===== config.mk =====
export PLATFORM = sky130hd
export DESIGN_NAME = dmach_status_regs
export DESIGN_NICKNAME = d
export VERILOG_FILES = /design/src/rtl/dmach_pkg.sv /design/src/rtl/dmach_rst_sync.sv /design/src/rtl/dmach_w1c_flag.sv /design/src/rtl/dmach_busy_pend.sv /design/src/rtl/dmach_lvl_max.sv /design/src/rtl/dmach_status_regs.sv
export SDC_FILE = /design/constraint.sdc
export NUM_CORES = 1
export LEC_CHECK = 0
export BUFFER_PORTS_ARGS = -buffer_cell sky130_fd_sc_hd__buf_2
export CORE_UTILIZATION = 37
export DETAILED_ROUTE_END_ITERATION = 8
export PLACE_DENSITY = 0.72
export SLEW_MARGIN = 20
export SYNTH_ARGS = -nofsm -noshare
export SYNTH_HDL_FRONTEND = slang
export SYNTH_HIERARCHICAL = 1
export SYNTH_SLANG_ARGS = --single-unit

===== constraint.sdc =====
create_clock -name clk -period 1.9 [get_ports clk]
set_input_delay 0.285 -clock clk [delete_from_list [all_inputs] [get_ports clk]]
set_output_delay 0.285 -clock clk [all_outputs]
set_load 0.005 [all_outputs]

===== src/rtl/dmach_pkg.sv =====
package dmach_pkg;
  localparam int unsigned REG_W    = 8;
  localparam int unsigned LVL_W    = 2;
  localparam int unsigned N_FLAG   = 2;
  localparam int unsigned BIT_BUSY = 7;
  localparam int unsigned BIT_PEND = 6;
  localparam int unsigned BIT_FLAG = 4; // flag i sits at BIT_FLAG + i

  typedef enum logic [LVL_W-1:0] {
    LVL_OFF = 2'd0,
    LVL_LO  = 2'd1,
    LVL_MED = 2'd2,
    LVL_HI  = 2'd3
  } irq_lvl_e;
endpackage


===== src/rtl/dmach_rst_sync.sv =====
module dmach_rst_sync #(
  parameter int unsigned STAGES = 2
) (
  input  logic clk,
  input  logic rst_n,
  output logic rst_sync_n
);
  logic [STAGES-1:0] chain_q;
  logic [STAGES-1:0] chain_d;

  always_comb begin
    chain_d = {chain_q[STAGES-2:0], 1'b1};
  end

  always_ff @(posedge clk or negedge rst_n) begin
    if (!rst_n) chain_q <= '0;
    else        chain_q <= chain_d;
  end

  assign rst_sync_n = chain_q[STAGES-1];
endmodule


===== src/rtl/dmach_w1c_flag.sv =====
module dmach_w1c_flag (
  input  logic clk,
  input  logic rst_n,
  input  logic set_i,
  input  logic clr_i,
  output logic flag_o
);
  logic flag_q;
  logic flag_d;

  always_comb begin
    flag_d = flag_q;
    if (set_i)      flag_d = 1'b1;
    else if (clr_i) flag_d = 1'b0;
  end

  always_ff @(posedge clk or negedge rst_n) begin
    if (!rst_n) flag_q <= 1'b0;
    else        flag_q <= flag_d;
  end

  assign flag_o = flag_q;

  p_set_wins_r11: assert property (@(posedge clk) disable iff (!rst_n)
    set_i |=> flag_o);
  p_clear_r7: assert property (@(posedge clk) disable iff (!rst_n)
    (clr_i && !set_i) |=> !flag_o);
  p_hold_r8: assert property (@(posedge clk) disable iff (!rst_n)
    (!clr_i && !set_i) |=> $stable(flag_o));
endmodule


===== src/rtl/dmach_busy_pend.sv =====
module dmach_busy_pend (
  input  logic clk,
  input  logic rst_n,
  input  logic enable_i,
  input  logic req_i,
  input  logic start_i,
  input  logic abort_i,
  input  logic done_set_i,
  input  logic err_set_i,
  output logic busy_o,
  output logic pend_o
);
  logic busy_q, busy_d, pend_q, pend_d;
  logic busy_kill;
  logic pend_kill;

  always_comb begin
    busy_kill = !enable_i || done_set_i || err_set_i;
    pend_kill = start_i || abort_i;
    busy_d = busy_q;
    if (busy_kill)    busy_d = 1'b0;
    else if (start_i) busy_d = 1'b1;
    pend_d = pend_q;
    if (pend_kill)    pend_d = 1'b0;
    else if (req_i)   pend_d = 1'b1;
  end

  always_ff @(posedge clk or negedge rst_n) begin
    if (!rst_n) begin
      busy_q <= 1'b0;
      pend_q <= 1'b0;
    end else begin
      busy_q <= busy_d;
      pend_q <= pend_d;
    end
  end

  assign busy_o = busy_q;
  assign pend_o = pend_q;

  p_busy_drop_r3: assert property (@(posedge clk) disable iff (!rst_n)
    (!enable_i || done_set_i || err_set_i) |=> !busy_o);
  p_busy_rise_r3: assert property (@(posedge clk) disable iff (!rst_n)
    $rose(busy_o) |-> $past(start_i));
  p_pend_drop_r4: assert property (@(posedge clk) disable iff (!rst_n)
    (start_i || abort_i) |=> !pend_o);
  p_pend_rise_r4: assert property (@(posedge clk) disable iff (!rst_n)
    $rose(pend_o) |-> $past(req_i));
endmodule


===== src/rtl/dmach_lvl_max.sv =====
module dmach_lvl_max
  import dmach_pkg::*;
#(
  parameter int unsigned N = 2
) (
  input  logic [N-1:0]       act_i,
  input  logic [N*LVL_W-1:0] lvl_i,
  output logic [LVL_W-1:0]   max_o
);
  always_comb begin
    max_o = LVL_OFF;
    for (int i = 0; i < N; i++) begin
      if (act_i[i] && (lvl_i[i*LVL_W +: LVL_W] > max_o))
        max_o = lvl_i[i*LVL_W +: LVL_W];
    end
  end
endmodule


===== src/rtl/dmach_status_regs.sv =====
module dmach_status_regs
  import dmach_pkg::*;
#(
  parameter int unsigned ADDR_W     = 4,
  parameter int unsigned REG_OFFSET = 2,
  parameter int unsigned SYNC_STG   = 2
) (
  input  logic              clk,
  input  logic              rst_n,
  input  logic [ADDR_W-1:0] reg_addr,
  input  logic              reg_wr,
  input  logic [REG_W-1:0]  reg_wdata,
  output logic [REG_W-1:0]  reg_rdata,
  input  logic              ch_enable,
  input  logic              blk_req,
  input  logic              blk_start,
  input  logic              blk_done,
  input  logic              blk_last,
  input  logic              ch_error,
  input  logic              ch_abort,
  input  logic              rpt_unlimited,
  output logic [LVL_W-1:0]  irq_level
);
  localparam logic [ADDR_W-1:0] SEL_ADDR = ADDR_W'(REG_OFFSET);
  localparam int unsigned LVL_BITS = N_FLAG * LVL_W;

  logic srst_n;
  logic sel;
  logic wr_hit;
  logic [N_FLAG-1:0]   set_ev;
  logic [N_FLAG-1:0]   flag;
  logic [N_FLAG-1:0]   flag_act;
  logic [LVL_BITS-1:0] lvl_q, lvl_d;
  logic busy, pend;
  logic [REG_W-1:0] reg_val;

  dmach_rst_sync #(.STAGES(SYNC_STG)) u_rst (
    .clk(clk), .rst_n(rst_n), .rst_sync_n(srst_n));

  always_comb begin
    sel    = (reg_addr == SEL_ADDR);
    wr_hit = sel && reg_wr;
    set_ev[0] = blk_done && (blk_last || rpt_unlimited); // complete
    set_ev[1] = ch_error;                                // error
  end

  // level fields: clock enable is a write hitting the register
  always_comb begin
    lvl_d = lvl_q;
    if (wr_hit) lvl_d = reg_wdata[LVL_BITS-1:0];
  end

  always_ff @(posedge clk or negedge srst_n) begin
    if (!srst_n) lvl_q <= '0;
    else         lvl_q <= lvl_d;
  end

  for (genvar g = 0; g < N_FLAG; g++) begin : g_flag
    dmach_w1c_flag u_flag (
      .clk(clk), .rst_n(srst_n),
      .set_i(set_ev[g]),
      .clr_i(wr_hit && reg_wdata[BIT_FLAG+g]),
      .flag_o(flag[g]));
    assign flag_act[g] = flag[g] && (lvl_q[g*LVL_W +: LVL_W] != LVL_OFF);
  end

  dmach_busy_pend u_state (
    .clk(clk), .rst_n(srst_n),
    .enable_i(ch_enable), .req_i(blk_req), .start_i(blk_start),
    .abort_i(ch_abort), .done_set_i(set_ev[0]), .err_set_i(set_ev[1]),
    .busy_o(busy), .pend_o(pend));

  dmach_lvl_max #(.N(N_FLAG)) u_max (
    .act_i(flag_act), .lvl_i(lvl_q), .max_o(irq_level));

  always_comb begin
    reg_val = '0;
    reg_val[BIT_BUSY] = busy;
    reg_val[BIT_PEND] = pend;
    reg_val[BIT_FLAG +: N_FLAG] = flag;
    reg_val[LVL_BITS-1:0] = lvl_q;
    reg_rdata = sel ? reg_val : '0;
  end

  p_off_window_r10: assert property (@(posedge clk) disable iff (!srst_n)
    (reg_wr && !sel) |=> $stable(lvl_q));
  p_irq_source_r8: assert property (@(posedge clk) disable iff (!srst_n)
    (irq_level != LVL_OFF) |-> (flag != '0));
  p_irq_bound_r9: assert property (@(posedge clk) disable iff (!srst_n)
    (flag_act == '0) |-> (irq_level == LVL_OFF));
  p_lvl_write_r7: assert property (@(posedge clk) disable iff (!srst_n)
    wr_hit |=> (lvl_q == $past(reg_wdata[LVL_BITS-1:0])));
endmodule


==> impl_results.md, run 1 <==
- Final Power: 720 uW
- Clock power frac: 0.266
- Worst hold path class: register to async pin
- Post-synthesis sequential area ratio: 0.430
- Routed WL per cell: 11.3 um
- Largest net degree at the start of global routing: 12
- Final setup fails: 2
- Clock Skew: 1.07 ps
- Setup_tns: -419 ps
- Routed Antenna Nets: 0
- Power Dens Cells: 861 nW/um^2
- Critical path class: register to output port
- GRT Total Usage: 0.151
- Via count: 474
- First-pass GRT wire length: 2.01 mm
- Comb power frac: 0.368
- # clock sinks: 10
- CP required: 1620 ps
- Grt ovf: 0
- Int Pwr: 523 uW
- Syn Inst Count: 50
- Final hold slack: 133 ps
- Most frequent cells in the layout: buf_2 (29), dfrtp_1 (10), and2_1 (9)
- CTS clk-pin slew, worst paths: 70 ps
- Synthesized area: 582 um^2
- Most common cell after layout, fill and taps aside: buf_2
- Synth Register Bits: 10
- H-tree depth: 1
- IO Port Bufs: 30
- Area Overhead vs Synth: 43.7%
- Switching share of power: 0.273
- Worst setup path startpoint: lvl_q[1]$_DFFE_PN0P_
- Data arrival, critical path: 1890 ps
- Period utilisation layout: 1.14
- Core area: 1380 um^2
- Syn Nets: 75
- Die Span X: 41.7 um
- Placed cell area: 768 um^2
- ANT cells: 0
- RSZ-0062 raised after global routing: yes
- Failing checks: negative setup slack
- Outcome: finished, violations left
- Post-layout net count: 113
- Initial DRC count: 3
- Met2 routed WL: 606 um
- Worst R2R Start: lvl_q[1]$_DFFE_PN0P_
- Slew Limit Fails: 0
- YS warnings: 6
- MaxCap Viol Count: 0
- Routed WL: 1.15 mm
- Initial antenna violation count: 0
- Drt drc: 0
- DP HPWL: 968 um
- Total CTS buffers: 3
- Critical path endpoint category: output port
- Critical path launch point type: register
- P_sw: 197 uW
- Fmax: 461 MHz
- Final hold vios: 0
- Util after Layout: 0.605
- # IOs: 33
- Clock buffer depth: 2
- Count of cell types in the netlist: 19
- CTS tree: built
- Vias in the first global route: 500
- Final WS setup: -270 ps
- Post-CTS Setup Bufs: 0
- Relative slew slack: 0.663
- Leak: 0.456 nW
- Flop pwr share: 0.366
- Mean Syn Cell Area: 11.6 um^2
- Fraction of layout cells with a size suffix above 1: 0.563
- Final instance area: 836 um^2
- GPL Wtd Cong: 0.744
- CP Max Fanout: 2
- Root buffer cell: clkbuf_4
- Overall die height: 41.7 um
- Worst-Margin Slew: 504 ps
- Drt first pass iters: 2
- DRT met1 WL: 477 um
- Rows: 13
- Top sig layer: met4
- DR WL met3: 55 um
- Vias/cell: 4.65
- Worst skew pair latency: 260 ps
- Post-layout min period: 2170 ps
- Initial Util: 0.421
- DIE AREA: 1740 um^2
- Peak VDD IR: 0.548 mV
cells by family after synthesis:
family	share of synthesized area
AND/OR/NAND/NOR	0.254
other	0.00645
adder cells (fa/ha/maj)	0.0430
AO/OA/AOI/OAI	0.0860
buffers and inverters	0.0344
multiplexers	0.146
flip-flops	0.430
layout make-up:
class / count / area (um^2)
repair buffers: 34 / 189
inverters: 4 / 15.0
clock buffers: 4 / 36.3
fillers: 126 / 547
flip-flops and latches: 10 / 250
well taps: 15 / 18.8
multi-input cells: 35 / 327
synthesized netlist by cell type (all sizes together):
master	n	share of area
dfrtp	10	0.43
and2	9	0.097
mux2	5	0.13
inv	4	0.026
nand2	3	0.024
o21a	3	0.039
a21o	2	0.026
and3	2	0.022
ha	2	0.043
nor2	2	0.013
nor4b	2	0.067
clkbuf	1	0.0086
conb	1	0.0064
mux2i	1	0.017
nor2b	1	0.024
nor3	1	0.0086
o211ai	1	0.022
final timing paths:
check / cells past startpoint / slack [ps] / endpoint
hold / removal: 0 / 130 / g_flag[0].u_flag/flag_o$_DFFE_PN0P_
min in group clk: 2 / 170 / u_state/pend_o$_DFFE_PN0P_
max in group asynchronous: 2 / 1490 / u_rst/chain_q[1]$_DFF_PN0_
setup / recovery: 7 / -270 / irq_level[0]
hold reg to reg: 0 / 130 / g_flag[0].u_flag/flag_o$_DFFE_PN0P_
setup reg to reg: 2 / 1020 / lvl_q[1]$_DFFE_PN0P_
through the flow:
stage	worst slack [ps]	instances
5_1_grt	-376	102
3_5_place_dp	-39.8	97
4_1_cts	-318	102
6_report	-270	102
2_1_floorplan	133	50
3_3_place_gp	-1.90	97
sequential cells by signal (all words and copies together), names as in the netlist:
name,count
g_flag.u_flag/flag_o,2
lvl_q,4
u_rst/chain_q,2
u_state/busy_o,1
u_state/pend_o,1
what timing repair did:
item / CTS / global route
resized for setup: 2 / 1
endpoints found under the hold margin: 2 / 0
hold buffers: 1 / 0
pin swaps: 1 / 1
setup endpoints to repair: 2 / 2
worst max-delay path: stages, from the launching register on:
cell	delay (ps)
dfrtp_1	380
o21a_1	200
nand2_2	90
ha_4	200
nor2b_4	120
o211ai_2	190
mux2_4	320
buf_6	110
power groups by stage:
stage,registers [mW],logic (mW),clock network [mW]
floorplan,0.261,0.158,0
detailed placement,0.265,0.239,0
CTS,0.263,0.257,0.200
global route,0.268,0.291,0.216
global placement,0.264,0.228,0
finish,0.263,0.265,0.192
layer usage:
metal	vias up	global-route usage
li1	241	-
met1	211	0.178
met2	20	0.269
met3	2	0.0130
met4	0	0.0774
met5	-	0
(Power assumes the default switching activity.)
==> inputs of run 2 (changes only) <==
--- a/config.mk
+++ b/config.mk
@@ -6,9 +6,12 @@
 export NUM_CORES = 1
 export LEC_CHECK = 0
 export BUFFER_PORTS_ARGS = -buffer_cell sky130_fd_sc_hd__buf_2
-export CORE_UTILIZATION = 37
+export CELL_PAD_IN_SITES_DETAIL_PLACEMENT = 1
+export CELL_PAD_IN_SITES_GLOBAL_PLACEMENT = 2
+export CORE_ASPECT_RATIO = 1.4
+export CORE_UTILIZATION = 22
 export DETAILED_ROUTE_END_ITERATION = 8
-export PLACE_DENSITY = 0.72
+export PLACE_DENSITY_LB_ADDON = 0.1
 export SLEW_MARGIN = 20
 export SYNTH_ARGS = -nofsm -noshare
 export SYNTH_HDL_FRONTEND = slang
==> run 2 against run 1 <==
The flow still finishes with violations (negative setup slack). Largest power group unchanged. Fmax is 0.65% lower. Critical endpoint unchanged. Combinational power is 25% higher. Critical path type unchanged. Largest cell class unchanged. Sequential share of layout area is 2.6 points lower. First-iteration DRC count is 33% lower.
==> impl_results.md, run 2 (synthesis results as in run 1) <==
- Placement Setup Slack: -42.3 ps
- Final instance area: 915 um^2
- # clock sinks: 10
- Initial Util: 0.238
- Final hold slack: 140 ps
- Final Power: 787 uW
- Critical path class: register to output port
- First-pass GRT wire length: 2.33 mm
- Max reg flops: 4
- IO Port Bufs: 30
- Largest net degree at the start of global routing: 9
- Die Span X: 45.5 um
- Clock buffer depth: 2
- Most common cell after layout, fill and taps aside: buf_2
- # IOs: 33
- Critical path endpoint category: output port
- Root buffer cell: clkbuf_4
- Crit path largest cell delay: 380 ps
- Routed WL per cell: 10.9 um
- Clock power frac: 0.249
- Switching share of power: 0.276
- Failing checks: negative setup slack
- Most frequent cells in the layout: buf_2 (29), dfrtp_1 (10), buf_4 (10)
- Period utilisation layout: 1.15
- CP required: 1620 ps
- Fraction of layout cells with a size suffix above 1: 0.606
- Overall die height: 62.8 um
- Final WS setup: -285 ps
- Post-layout min period: 2180 ps
- Slew Limit Fails: 0
- CTS clk-pin slew, worst paths: 70 ps
- Final hold vios: 0
- Core area: 2440 um^2
- Outcome: finished, violations left
- Routed Antenna Nets: 0
- Setup_tns: -566 ps
- Routed WL: 1.39 mm
- P_sw: 217 uW
- Power Dens Cells: 861 nW/um^2
- Rows: 21
- Placed cell area: 822 um^2
- Slowest-stage cell, CP: dfrtp_1
- RSZ-0062 raised after global routing: yes
- Final setup fails: 2
- DP HPWL: 1.12 mm
- CTS tree: built
- GRT Total Usage: 0.115
- Worst skew pair latency: 270 ps
- Post-layout net count: 120
- H-tree depth: 1
- Leak: 0.491 nW
- Via count: 528
- Top reg by flops: lvl_q
- Clock Skew: 1.81 ps
- Vias in the first global route: 537
- CP Max Fanout: 2
- GPL Wtd Cong: 0.736
- Initial DRC count: 2
- Comb power frac: 0.421
- Initial antenna violation count: 0
- Peak VDD IR: 0.362 mV
- Fmax: 458 MHz
- Int Pwr: 570 uW
- ANT cells: 0
- Vias/cell: 4.13
- Drt first pass iters: 4
- Total CTS buffers: 3
- CP cell instances: o21a_1, nand2_2, ha_4, nor2b_4, o211ai_2, mux2_4, buf_6
- MaxCap Viol Count: 0
- Worst hold path class: register to async pin
- Data arrival, critical path: 1900 ps
- Grt ovf: 0
- Area Overhead vs Synth: 57.2%
- Flop pwr share: 0.329
- Drt drc: 0
- DIE AREA: 2860 um^2
- Critical path launch point type: register
[run 2: cell types whose count changed in the layout (fill, tap and decap cells not counted)]
| cell | previous run | this run |
|---|---|---|
| and2_1 | 9 | 8 |
| buf_4 | 3 | 10 |
| and2_4 | 0 | 1 |
[run 2: cell type report]
cell class,instances,area [um^2]
Fill cell,297,1530
Multi-Input combinational cell,35,329
Sequential cell,10,250
Timing Repair Buffer,41,241
Tap cell,34,42.5
Clock buffer,4,36.3
Inverter,4,15.0
[run 2: what timing repair did]
action,CTS,global route
resized for setup,1,3
endpoints found under the setup margin,2,2
hold endpoints to repair,2,0
gates cloned,0,0
buffers inserted,3,0
hold buffers,1,0
pin swaps,1,2
[run 2: worst paths after layout]
check	from	to	slack, ps	cells past startpoint
hold / removal	u_rst/chain_q[1]$_DFF_PN0_	u_state/busy_o$_DFFE_PN0P_	140	0
setup / recovery	lvl_q[1]$_DFFE_PN0P_	irq_level[0]	-280	7
max in group asynchronous	rst_n	u_rst/chain_q[0]$_DFF_PN0_	1480	2
min in group clk	ch_abort	u_state/pend_o$_DFFE_PN0P_	160	2
setup reg to reg	lvl_q[3]$_DFFE_PN0P_	lvl_q[3]$_DFFE_PN0P_	970	2
hold reg to reg	u_rst/chain_q[1]$_DFF_PN0_	u_state/busy_o$_DFFE_PN0P_	140	0
[run 2: per-stage QoR]
stage                util  std cells
floorplan               -         50
global placement    0.336        120
detailed placement  0.336        120
CTS                 0.367        128
global route        0.374        128
finish              0.374        128
[run 2: power by group through the flow]
stage	registers, mW	logic [mW]	clock network [mW]
3_5_place_dp	0.262	0.261	0
2_1_floorplan	0.261	0.158	0
4_1_cts	0.258	0.313	0.204
3_3_place_gp	0.262	0.253	0
6_report	0.259	0.332	0.196
5_1_grt	0.264	0.363	0.214
[run 2: critical path, delay by kind of cell (launching register included)]
kind                     cells  cell delay [ps]
AO/OA/AOI/OAI                2              400
flip-flops                   1              380
multiplexers                 1              320
AND/OR/NAND/NOR              2              220
adder cells (fa/ha/maj)      1              200
buffers and inverters        1              110
[run 2: layer usage]
metal | vias up | track usage | part of all wire
met3 | 4 | 0.0318 | 0.062
met4 | 0 | 0.0682 | 0.021
met1 | 247 | 0.131 | 0.40
li1 | 254 | - | -
met5 | - | 0 | 0
met2 | 23 | 0.182 | 0.51
==> inputs of run 3 (changes only) <==
--- a/config.mk
+++ b/config.mk
@@ -5,13 +5,14 @@
 export SDC_FILE = /design/constraint.sdc
 export NUM_CORES = 1
 export LEC_CHECK = 0
-export BUFFER_PORTS_ARGS = -buffer_cell sky130_fd_sc_hd__buf_2
 export CELL_PAD_IN_SITES_DETAIL_PLACEMENT = 1
 export CELL_PAD_IN_SITES_GLOBAL_PLACEMENT = 2
 export CORE_ASPECT_RATIO = 1.4
-export CORE_UTILIZATION = 22
+export CORE_UTILIZATION = 30
 export DETAILED_ROUTE_END_ITERATION = 8
+export DONT_BUFFER_PORTS = 1
 export PLACE_DENSITY_LB_ADDON = 0.1
+export SKIP_CTS_REPAIR_TIMING = 1
 export SLEW_MARGIN = 20
 export SYNTH_ARGS = -nofsm -noshare
 export SYNTH_HDL_FRONTEND = slang
==> run 3 against run 2 <==
Hold slack got worse by 61 ps. Flip-flop and latch count did not move. First-iteration DRC count grew to 3.5 times the previous value. Critical path type unchanged. Die area shrank 26%. Clock power down 2%. Count of clock-buffer cells in the layout is the same. Non-clock buffer count is 37 lower. The flow still finishes with violations (negative setup slack).
==> impl_results.md, run 3 (synthesis results as in run 1) <==
- Fillers: 215
- Layout Cells excl Fill: 77
- IO Port Bufs: 0
- Total CTS buffers: 3
- Hold path depth: 1
- DIE AREA: 2120 um^2
- Drt drc: 0
- Period utilisation layout: 1.11
- Worst hold path class: input pin to register
- Clock Skew: 2.53 ps
- Final setup fails: 2
- Via count: 383
- Post-layout min period: 2110 ps
- Die Span X: 39.2 um
- DP HPWL: 913 um
- Post-layout net count: 83
- Root buffer cell: clkbuf_4
- Final Power: 670 uW
- GPL Wtd Cong: 0.599
- Critical path endpoint: irq_level[0]
- Seq. cell area: 250 um^2
- Outcome: finished, violations left
- Max reg flops: 4
- ANT cells: 0
- Largest net degree at the start of global routing: 12
- Final WS setup: -211 ps
- Placement Setup Slack: 47.2 ps
- CP Max Fanout: 3
- # IOs: 33
- Fraction of layout cells with a size suffix above 1: 0.333
- Most frequent cells in the layout: dfrtp_1 (10), and2_1 (9), mux2_4 (5)
- Fmax: 474 MHz
- R2r endpoint: lvl_q[1]$_DFFE_PN0P_
- Rows: 18
- Drt first pass iters: 3
- Placed Cells: 70
- Failing checks: negative setup slack
- Area of the multi-input gates: 327 um^2
- Worst-Margin Slew: 509 ps
- Core area: 1800 um^2
- Vias in the first global route: 394
- Routed WL: 1.19 mm
- Leak: 0.322 nW
- Routed WL per cell: 15.4 um
- Relative slew slack: 0.659
- Critical path class: register to output port
- CP required: 1620 ps
- Worst setup path startpoint: lvl_q[0]$_DFFE_PN0P_
- Critical path endpoint category: output port
- Initial antenna violation count: 0
- Peak VDD IR: 0.375 mV
- Final hold vios: 0
- First-pass GRT wire length: 1.70 mm
- Worst reg-to-reg path cell count: 2
- Slew Limit Fails: 0
- Setup_tns: -348 ps
- H-tree depth: 1
- Routed Antenna Nets: 0
- Power Dens Cells: 977 nW/um^2
- Overall die height: 54.1 um
- Initial DRC count: 7
- Initial Util: 0.323
- Reg2reg setup slack: 1020 ps
- Critical path launch point type: register
- CTS tree: built
- GRT Total Usage: 0.125
- Most common cell after layout, fill and taps aside: dfrtp_1
- RSZ-0062 raised after global routing: yes
- Worst R2R Start: lvl_q[1]$_DFFE_PN0P_
- Area Overhead vs Synth: 17.8%
- Grt ovf: 0
- CTS clk-pin slew, worst paths: 70 ps
- Data arrival, critical path: 1830 ps
- Final hold slack: 79.5 ps
- Vias/cell: 4.97
- Top reg by flops: lvl_q
- Clock buffer depth: 2
- # clock sinks: 10
- Worst skew pair latency: 260 ps
- MaxCap Viol Count: 0
## run 3: area by class of cell
type	count	area share
Sequential cell	10	0.365
Clock buffer	4	0.0529
Tap cell	20	0.0365
Inverter	4	0.0219
Timing Repair Buffer	4	0.0474
Multi-Input combinational cell	35	0.476
## run 3: worst min path at each step
stage	to	slack (ps)	from
2_1_floorplan	u_rst/chain_q[0]$_DFF_PN0_	-10	rst_n
3_3_place_gp	u_rst/chain_q[0]$_DFF_PN0_	-10	rst_n
3_5_place_dp	u_rst/chain_q[0]$_DFF_PN0_	-10	rst_n
4_1_cts	u_rst/chain_q[0]$_DFF_PN0_	-300	rst_n
5_1_grt	u_state/busy_o$_DFFE_PN0P_	60	ch_error
6_report	u_state/busy_o$_DFFE_PN0P_	80	ch_error
## run 3: power breakdown
group	internal (mW)	total [mW]	leakage, nW	switching (mW)
clock network	0.116	0.192	0.0210	0.0754
registers	0.237	0.265	0.117	0.0278
logic	0.131	0.213	0.184	0.0822
total	0.484	0.670	0.322	0.185
## run 3: stage by stage
step	utilization	area (um^2)
floorplan	-	582
global placement	0.338	609
detailed placement	0.338	609
CTS	0.358	646
global route	0.381	686
finish	0.381	686
## run 3: metal layers
metal / global-route usage / wire length [um]
met1: 0.130 / 433
met2: 0.214 / 651
met3: 0.0165 / 89
met4: 0.103 / 13
met5: 0 / 0
## run 3: worst max-delay path: stages, from the launching register on
cell      delay [ps]
dfrtp_1          400
o21a_1           210
nand2_2           90
ha_4             210
nor2b_4          120
o211ai_2         200
mux2_4           330
